$ cat src/rtl/e1cas_pkg.sv
package e1cas_pkg;
  localparam int unsigned SLOT_BITS = 8;
  localparam int unsigned NIB_BITS  = 4;

  typedef enum logic [1:0] {
    SC_FAS  = 2'd0,
    SC_SIG  = 2'd1,
    SC_DATA = 2'd2
  } slot_kind_e;

  // Kind of slot: alignment word, signaling slot or payload.
  function automatic slot_kind_e slot_kind(input int unsigned slot,
                                           input int unsigned sig_slot);
    if (slot == 0)             return SC_FAS;
    else if (slot == sig_slot) return SC_SIG;
    else                       return SC_DATA;
  endfunction

  // Bit 1 (index 0) is sent first, so it is the MSB of the byte.
  function automatic logic pick_bit(input logic [SLOT_BITS-1:0] b,
                                    input logic [2:0] idx);
    return b[3'(SLOT_BITS-1) - idx];
  endfunction

  // Signaling byte for frame k: channel k high nibble, channel k+half low.
  function automatic logic [SLOT_BITS-1:0] pair_byte(input logic [NIB_BITS-1:0] hi,
                                                     input logic [NIB_BITS-1:0] lo);
    return {hi, lo};
  endfunction
endpackage

$ cat src/rtl/e1cas_counter.sv
module e1cas_counter #(
  parameter int unsigned SLOTS  = 32,
  parameter int unsigned FRAMES = 16,
  localparam int unsigned SW = $clog2(SLOTS),
  localparam int unsigned FW = $clog2(FRAMES)
) (
  input  logic          clk,
  input  logic          rst_n,
  input  logic          sync_i,
  output logic [2:0]    bit_o,
  output logic [SW-1:0] slot_o,
  output logic [FW-1:0] frame_o
);
  logic [2:0]    bit_q;
  logic [SW-1:0] slot_q;
  logic [FW-1:0] frame_q;

  // Sync forces the current bit to the multiframe start.
  always_comb begin
    if (sync_i) begin
      bit_o   = '0;
      slot_o  = '0;
      frame_o = '0;
    end else begin
      bit_o   = bit_q;
      slot_o  = slot_q;
      frame_o = frame_q;
    end
  end

  always_ff @(posedge clk or negedge rst_n) begin
    if (!rst_n) begin
      bit_q   <= '0;
      slot_q  <= '0;
      frame_q <= '0;
    end else begin
      bit_q   <= bit_o + 3'd1;
      slot_q  <= slot_o;
      frame_q <= frame_o;
      if (bit_o == 3'd7) begin
        if (slot_o == SW'(SLOTS-1)) begin
          slot_q  <= '0;
          frame_q <= (frame_o == FW'(FRAMES-1)) ? '0 : frame_o + FW'(1);
        end else begin
          slot_q <= slot_o + SW'(1);
        end
      end
    end
  end
endmodule

$ cat src/rtl/e1cas_capture.sv
module e1cas_capture
  import e1cas_pkg::*;
#(
  parameter int unsigned SLOTS  = 32,
  parameter int unsigned FRAMES = 16,
  localparam int unsigned SW = $clog2(SLOTS),
  localparam int unsigned FW = $clog2(FRAMES),
  localparam int unsigned SIG_SLOT = SLOTS / 2
) (
  input  logic                            clk,
  input  logic                            rst_n,
  input  logic                            sig_i,
  input  logic [2:0]                      bit_i,
  input  logic [SW-1:0]                   slot_i,
  input  logic [FW-1:0]                   frame_i,
  output logic                            cap_evt_o,
  output logic                            xfer_evt_o,
  output logic [SLOTS-1:0][NIB_BITS-1:0]  stg_nib_o,
  output logic [SLOT_BITS-1:0]            stg_sig_o,
  output logic [SLOTS-1:0][NIB_BITS-1:0]  act_nib_o,
  output logic [SLOT_BITS-1:0]            act_sig_o
);
  logic [SLOT_BITS-2:0] shift_q;
  logic [SLOT_BITS-1:0] byte_now;

  assign byte_now   = {shift_q, sig_i};
  assign cap_evt_o  = (frame_i == FW'(FRAMES-1)) && (bit_i == 3'd7) && (slot_i != '0);
  assign xfer_evt_o = (frame_i == '0) && (slot_i == '0) && (bit_i == 3'd0);

  always_ff @(posedge clk or negedge rst_n) begin
    if (!rst_n) shift_q <= '0;
    else        shift_q <= byte_now[SLOT_BITS-2:0];
  end

  // Staging store, written only in the last frame of a multiframe.
  for (genvar s = 1; s < SLOTS; s++) begin : g_stage
    if (s == SIG_SLOT) begin : g_sig
      always_ff @(posedge clk or negedge rst_n) begin
        if (!rst_n) stg_sig_o <= '0;
        else if (cap_evt_o && slot_i == SW'(s)) stg_sig_o <= byte_now;
      end
      assign stg_nib_o[s] = '0;
    end else begin : g_chan
      always_ff @(posedge clk or negedge rst_n) begin
        if (!rst_n) stg_nib_o[s] <= '0;
        else if (cap_evt_o && slot_i == SW'(s)) stg_nib_o[s] <= byte_now[NIB_BITS-1:0];
      end
    end
  end
  assign stg_nib_o[0] = '0;

  // Active set, loaded at the multiframe boundary.
  always_ff @(posedge clk or negedge rst_n) begin
    if (!rst_n) begin
      act_nib_o <= '0;
      act_sig_o <= '0;
    end else if (xfer_evt_o) begin
      act_nib_o <= stg_nib_o;
      act_sig_o <= stg_sig_o;
    end
  end
endmodule

$ cat src/rtl/e1cas_merge.sv
module e1cas_merge
  import e1cas_pkg::*;
#(
  parameter int unsigned SLOTS  = 32,
  parameter int unsigned FRAMES = 16
) (
  input  logic clk,
  input  logic rst_n,
  input  logic sync_i,
  input  logic sys_data_i,
  input  logic sig_data_i,
  input  logic sig_en_i,
  input  logic int_en_i,
  input  logic int_data_i,
  output logic tx_data_o
);
  localparam int unsigned SW = $clog2(SLOTS);
  localparam int unsigned FW = $clog2(FRAMES);
  localparam int unsigned SIG_SLOT = SLOTS / 2;

  logic [2:0]    cur_bit;
  logic [SW-1:0] cur_slot;
  logic [FW-1:0] cur_frame;
  logic          cap_evt, xfer_evt;
  logic [SLOTS-1:0][NIB_BITS-1:0] stg_nib, act_nib;
  logic [SLOT_BITS-1:0] stg_sig, act_sig;
  logic [SLOT_BITS-1:0] sig_byte;
  logic          slot_bit, next_tx;
  slot_kind_e    kind;

  e1cas_counter #(.SLOTS(SLOTS), .FRAMES(FRAMES)) u_cnt (
    .clk(clk), .rst_n(rst_n), .sync_i(sync_i),
    .bit_o(cur_bit), .slot_o(cur_slot), .frame_o(cur_frame)
  );

  e1cas_capture #(.SLOTS(SLOTS), .FRAMES(FRAMES)) u_cap (
    .clk(clk), .rst_n(rst_n), .sig_i(sig_data_i),
    .bit_i(cur_bit), .slot_i(cur_slot), .frame_i(cur_frame),
    .cap_evt_o(cap_evt), .xfer_evt_o(xfer_evt),
    .stg_nib_o(stg_nib), .stg_sig_o(stg_sig),
    .act_nib_o(act_nib), .act_sig_o(act_sig)
  );

  assign kind = slot_kind(int'(cur_slot), SIG_SLOT);
  assign sig_byte = (cur_frame == '0) ? act_sig
                  : pair_byte(act_nib[cur_frame],
                              act_nib[SW'(cur_frame) + SW'(SIG_SLOT)]);
  assign slot_bit = pick_bit(sig_byte, cur_bit);

  always_comb begin
    next_tx = sys_data_i;
    if (sig_en_i) begin
      unique case (kind)
        SC_FAS:  next_tx = sig_data_i;
        SC_SIG:  next_tx = int_en_i ? int_data_i : slot_bit;
        default: next_tx = sys_data_i;
      endcase
    end
  end

  always_ff @(posedge clk or negedge rst_n) begin
    if (!rst_n) tx_data_o <= 1'b0;
    else        tx_data_o <= next_tx;
  end
endmodule

$ cat config.mk
export PLATFORM = sky130hd
export DESIGN_NAME = e1cas_merge
export DESIGN_NICKNAME = d
export VERILOG_FILES = /design/src/rtl/e1cas_pkg.sv /design/src/rtl/e1cas_counter.sv /design/src/rtl/e1cas_capture.sv /design/src/rtl/e1cas_merge.sv
export SDC_FILE = /design/constraint.sdc
export NUM_CORES = 1
export LEC_CHECK = 0
export ABC_CLOCK_PERIOD_IN_PS = 2400
export BUFFER_PORTS_ARGS = -buffer_cell sky130_fd_sc_hd__buf_2
export CELL_PAD_IN_SITES_DETAIL_PLACEMENT = 0
export CELL_PAD_IN_SITES_GLOBAL_PLACEMENT = 1
export CORE_AREA = 3 3 156 158
export DETAILED_ROUTE_END_ITERATION = 10
export DIE_AREA = 0 0 159 161
export GPL_ROUTABILITY_DRIVEN = 0
export GPL_TIMING_DRIVEN = 0
export PLACE_DENSITY = 0.87
export SYNTH_ARGS = -nofsm -noshare
export SYNTH_HDL_FRONTEND = slang
export SYNTH_SLANG_ARGS = --single-unit
$ cat constraint.sdc
create_clock -name clk -period 2.4 [get_ports clk]
set_clock_uncertainty 0.05 [all_clocks]
set_input_delay 0.24 -clock clk [delete_from_list [all_inputs] [get_ports clk]]
set_output_delay 0.24 -clock clk [all_outputs]
set_load 0.03 [all_outputs]
==> results.md <==
- Status: complete, but fails checks
- Violated checks: negative setup slack
- Routed Antenna Nets: 0
- Gr usage total: 23.1%
- Critical path class: flop to flop
- Post-synthesis cell count: 875
- WL/cell: 23.8 um
- CTS tree: yes
- Pwr dens: 668 nW/um^2
- DRC viols: 0
- Die W: 159 um
- Final Max Slew Viols: 0
- R2R cell count: 10
- Commonest non-fill, non-tap cells in the layout: 276 x dfrtp_1, 243 x mux2_2, 41 x nand2_1
- Tightest Hold Check Type: input pin to flop
- Post-placement setup slack: -0.930 ns
- Routed wire length: 30.0 mm
- RR Endpoint: tx_data_o
- DRT Pass-1 Iters: 7
- Layout cells sized above 1: 43.8%
- Worst slew pin tran: 0.883 ns
- Hold endpoint: tx_data_o
- Static Leak: 0.00678 uW
- Hold Crit Depth: 4
- # nets final: 942
- Sequential area share after synthesis: 56.7%
- Synth-to-layout area growth: 16.2%
- Achievable Freq: 0.416 GHz
- Sinks on the clock net: 276
- Largest net degree at the start of global routing: 114
- Worst-path fanout max: 10
- WP depth: 10
- Most common cell after layout, fill and taps aside: dfrtp_1
- Number of synthesized flops with an enable pin: 0
- Asr flop ratio synth: 100%
- Yosys cell types: 66
- Maximum root-to-sink buffer count: 3
- Die area: 25600 um^2
- Ys flop type: dfrtp_1
- Area after DPL: 12700 um^2
- Average footprint of a synthesized cell: 13.9 um^2
- Critical Path AT: 2.75 ns
- MaxCap Viol Count: 0
- Slew headroom: 41.1%
- Startpoint Class: flop
- Worst Path Buf+Inv: 4
- N_diodes: 0
- Fin cells: 1262
- Fin worst setup slack: -0.00322 ns
- Number of global-route vias before repair: 7636
- Slowest-stage cell, CP: a311oi_2
- Worst Path Required: 2.75 ns
- Endpoints failing setup: 1
- IO Port Bufs: 8
- H-tree levels: 1
- Iteration-0 DRC Markers: 568
- Cell family with most CP delay: compound AO/OA/AOI/OAI gates
- Vias/cell: 5.93
- Cell Chain, Critical Path: buf_6 > buf_12 > buf_12 > buf_12 > mux2i_4 > nand2_1 > a32oi_2 > o211ai_1 > a311oi_2 > o21ai_2
- Dpl cells: 1204
- Via Count: 7487
- Warnings from Yosys: 0
- Crit path top cell by count: buf_12
- Final Hold Fails: 0
- Min Tclk post-route: 2.40 ns
- Antenna violations before repair: 0
- Skew-Pair Late Insertion Delay: 0.55 ns
- RSZ-0062 raised after global routing: no
- TritonCTS Buffers: 29
- Final instance area: 14100 um^2
- Crit Reg-Reg Startpoint: u_cnt.frame_q[0]
- Worst vdd ir: 0.000664 V
- Min-delay src: sig_en_i
- Clock-pin transition on the worst setup and hold timing paths: 0.06 ns
- Die Height: 161 um
- Internal reg-to-reg setup slack: -0.003 ns
- Core area: 23300 um^2
- Ports: 9
- DP Wirelength: 19.9 mm
- CTS Root Cell: clkbuf_16
- Crit. End Element: flop
- First-pass GRT wire length: 45.7 mm
- Final worst-path cycle share: 100%
- Largest stage delay, worst path: 0.35 ns
- GRT Residual Overflow: 0
- Yosys reg bits: 276
- Syn Std Cell Area: 12200 um^2
- # rows: 56
- Syn_nets: 892
- Setup TNS: -0.00322 ns
- Initial Util: 52.3%
## through the flow
| stage | utilization, % | hold WS, ns | total power (uW) |
|---|---|---|---|
| 3_5_place_dp | 54.5 | 0.156 | 5290 |
| 5_1_grt | 60.8 | 0.140 | 9730 |
| 2_1_floorplan | - | -0.106 | 5070 |
| 6_report | 60.8 | 0.106 | 9440 |
| 4_1_cts | 59.4 | 0.0819 | 9400 |
| 3_3_place_gp | 54.2 | 0.304 | 5280 |
## cells in the mapped netlist (8+ instances only)
master / n / area, um^2
a211oi_1: 8 / 60.1
a21oi_1: 8 / 40.0
buf_6: 23 / 259
clkbuf_1: 20 / 75.1
dfrtp_1: 276 / 6910
ha_1: 9 / 113
mux2_1: 21 / 236
mux2_2: 243 / 2740
mux2i_1: 20 / 200
nand2_1: 46 / 173
nand2b_1: 10 / 62.6
nand3_1: 24 / 120
nor2_1: 20 / 75.1
nor2_2: 14 / 87.6
nor2b_1: 11 / 68.8
o21ai_0: 8 / 40.0
## worst max-delay path by stage
stage	from	end	slack (ns)
after floorplan	sync_i	u_cap.stg_nib_o[32]	0.04
after global placement	rst_n	u_cap.stg_nib_o[105]	-3.85
after global routing	u_cnt.frame_q[1]	u_cap.act_nib_o[125]	0.0003
after CTS	sync_i	u_cap.stg_nib_o[125]	-0.006
after detailed placement	sync_i	u_cap.act_sig_o[4]	-0.93
final	u_cnt.frame_q[0]	tx_data_o	-0.003
## area by class of cell
type                            instances  area, um^2
Buffer                                 53         572
Clock buffer                           45         836
Clock inverter                          4        23.8
Fill cell                            1823        9120
Inverter                                7        26.3
Multi-Input combinational cell        536        5120
Sequential cell                       276        6910
Tap cell                              319         399
Timing Repair Buffer                   22         267
## kinds of logic (layout without fill, tap and decap cells)
family,Yosys count,in the layout,synth area share (%)
multiplexers,286,286,26.4
flip-flops,276,276,56.7
AND/OR/NAND/NOR,156,156,6.84
AO/OA/AOI/OAI,79,79,4.93
buffers and inverters,63,131,3.69
adder cells (fa/ha/maj),9,9,0.925
XOR/XNOR,6,6,0.432
## registers in the layout, indices dropped and copies added, names as in the netlist
name             count
u_cap.stg_sig_o      8
u_cap.act_nib_o    120
tx_data_o            1
u_cap.shift_q        7
u_cnt.frame_q        4
u_cnt.slot_q         5
u_cap.stg_nib_o    120
u_cap.act_sig_o      8
u_cnt.bit_q          3
## worst reg2reg max path, cell delays in order (launching register included)
cell and delay, ns:
dfrtp_1 0.34, buf_6 0.15, buf_12 0.16, buf_12 0.16
buf_12 0.14, mux2i_4 0.24, nand2_1 0.09, a32oi_2 0.30
o211ai_1 0.16, a311oi_2 0.35, o21ai_2 0.14
## where the power goes
part / switching, uW / internal, uW / leakage, uW
clock: 1740 / 2360 / 0.000422
sequential: 9.20 / 4670 / 0.00383
combinational: 377 / 285 / 0.00253
## per-layer routing
metal / up-vias / global-route usage, % / wire (um) / share of wire [%]
met2: 243 / 37.5 / 14100 / 47
met3: 68 / 3.28 / 1710 / 5.7
met4: 0 / 7.48 / 1030 / 3.4
li1: 3241 / - / - / -
met5: - / 0 / 0 / 0
met1: 3935 / 32.7 / 13100 / 44
## what timing repair did
item,4_1_cts,5_1_grt
hold endpoints to repair,58,0
gates resized for setup,59,64
buffers inserted,3,3
endpoints found under the setup margin,257,251
cloned,0,3
hold buffers,3,0
pin swaps,6,11
Note: power is estimated with default switching activity, not from simulation.
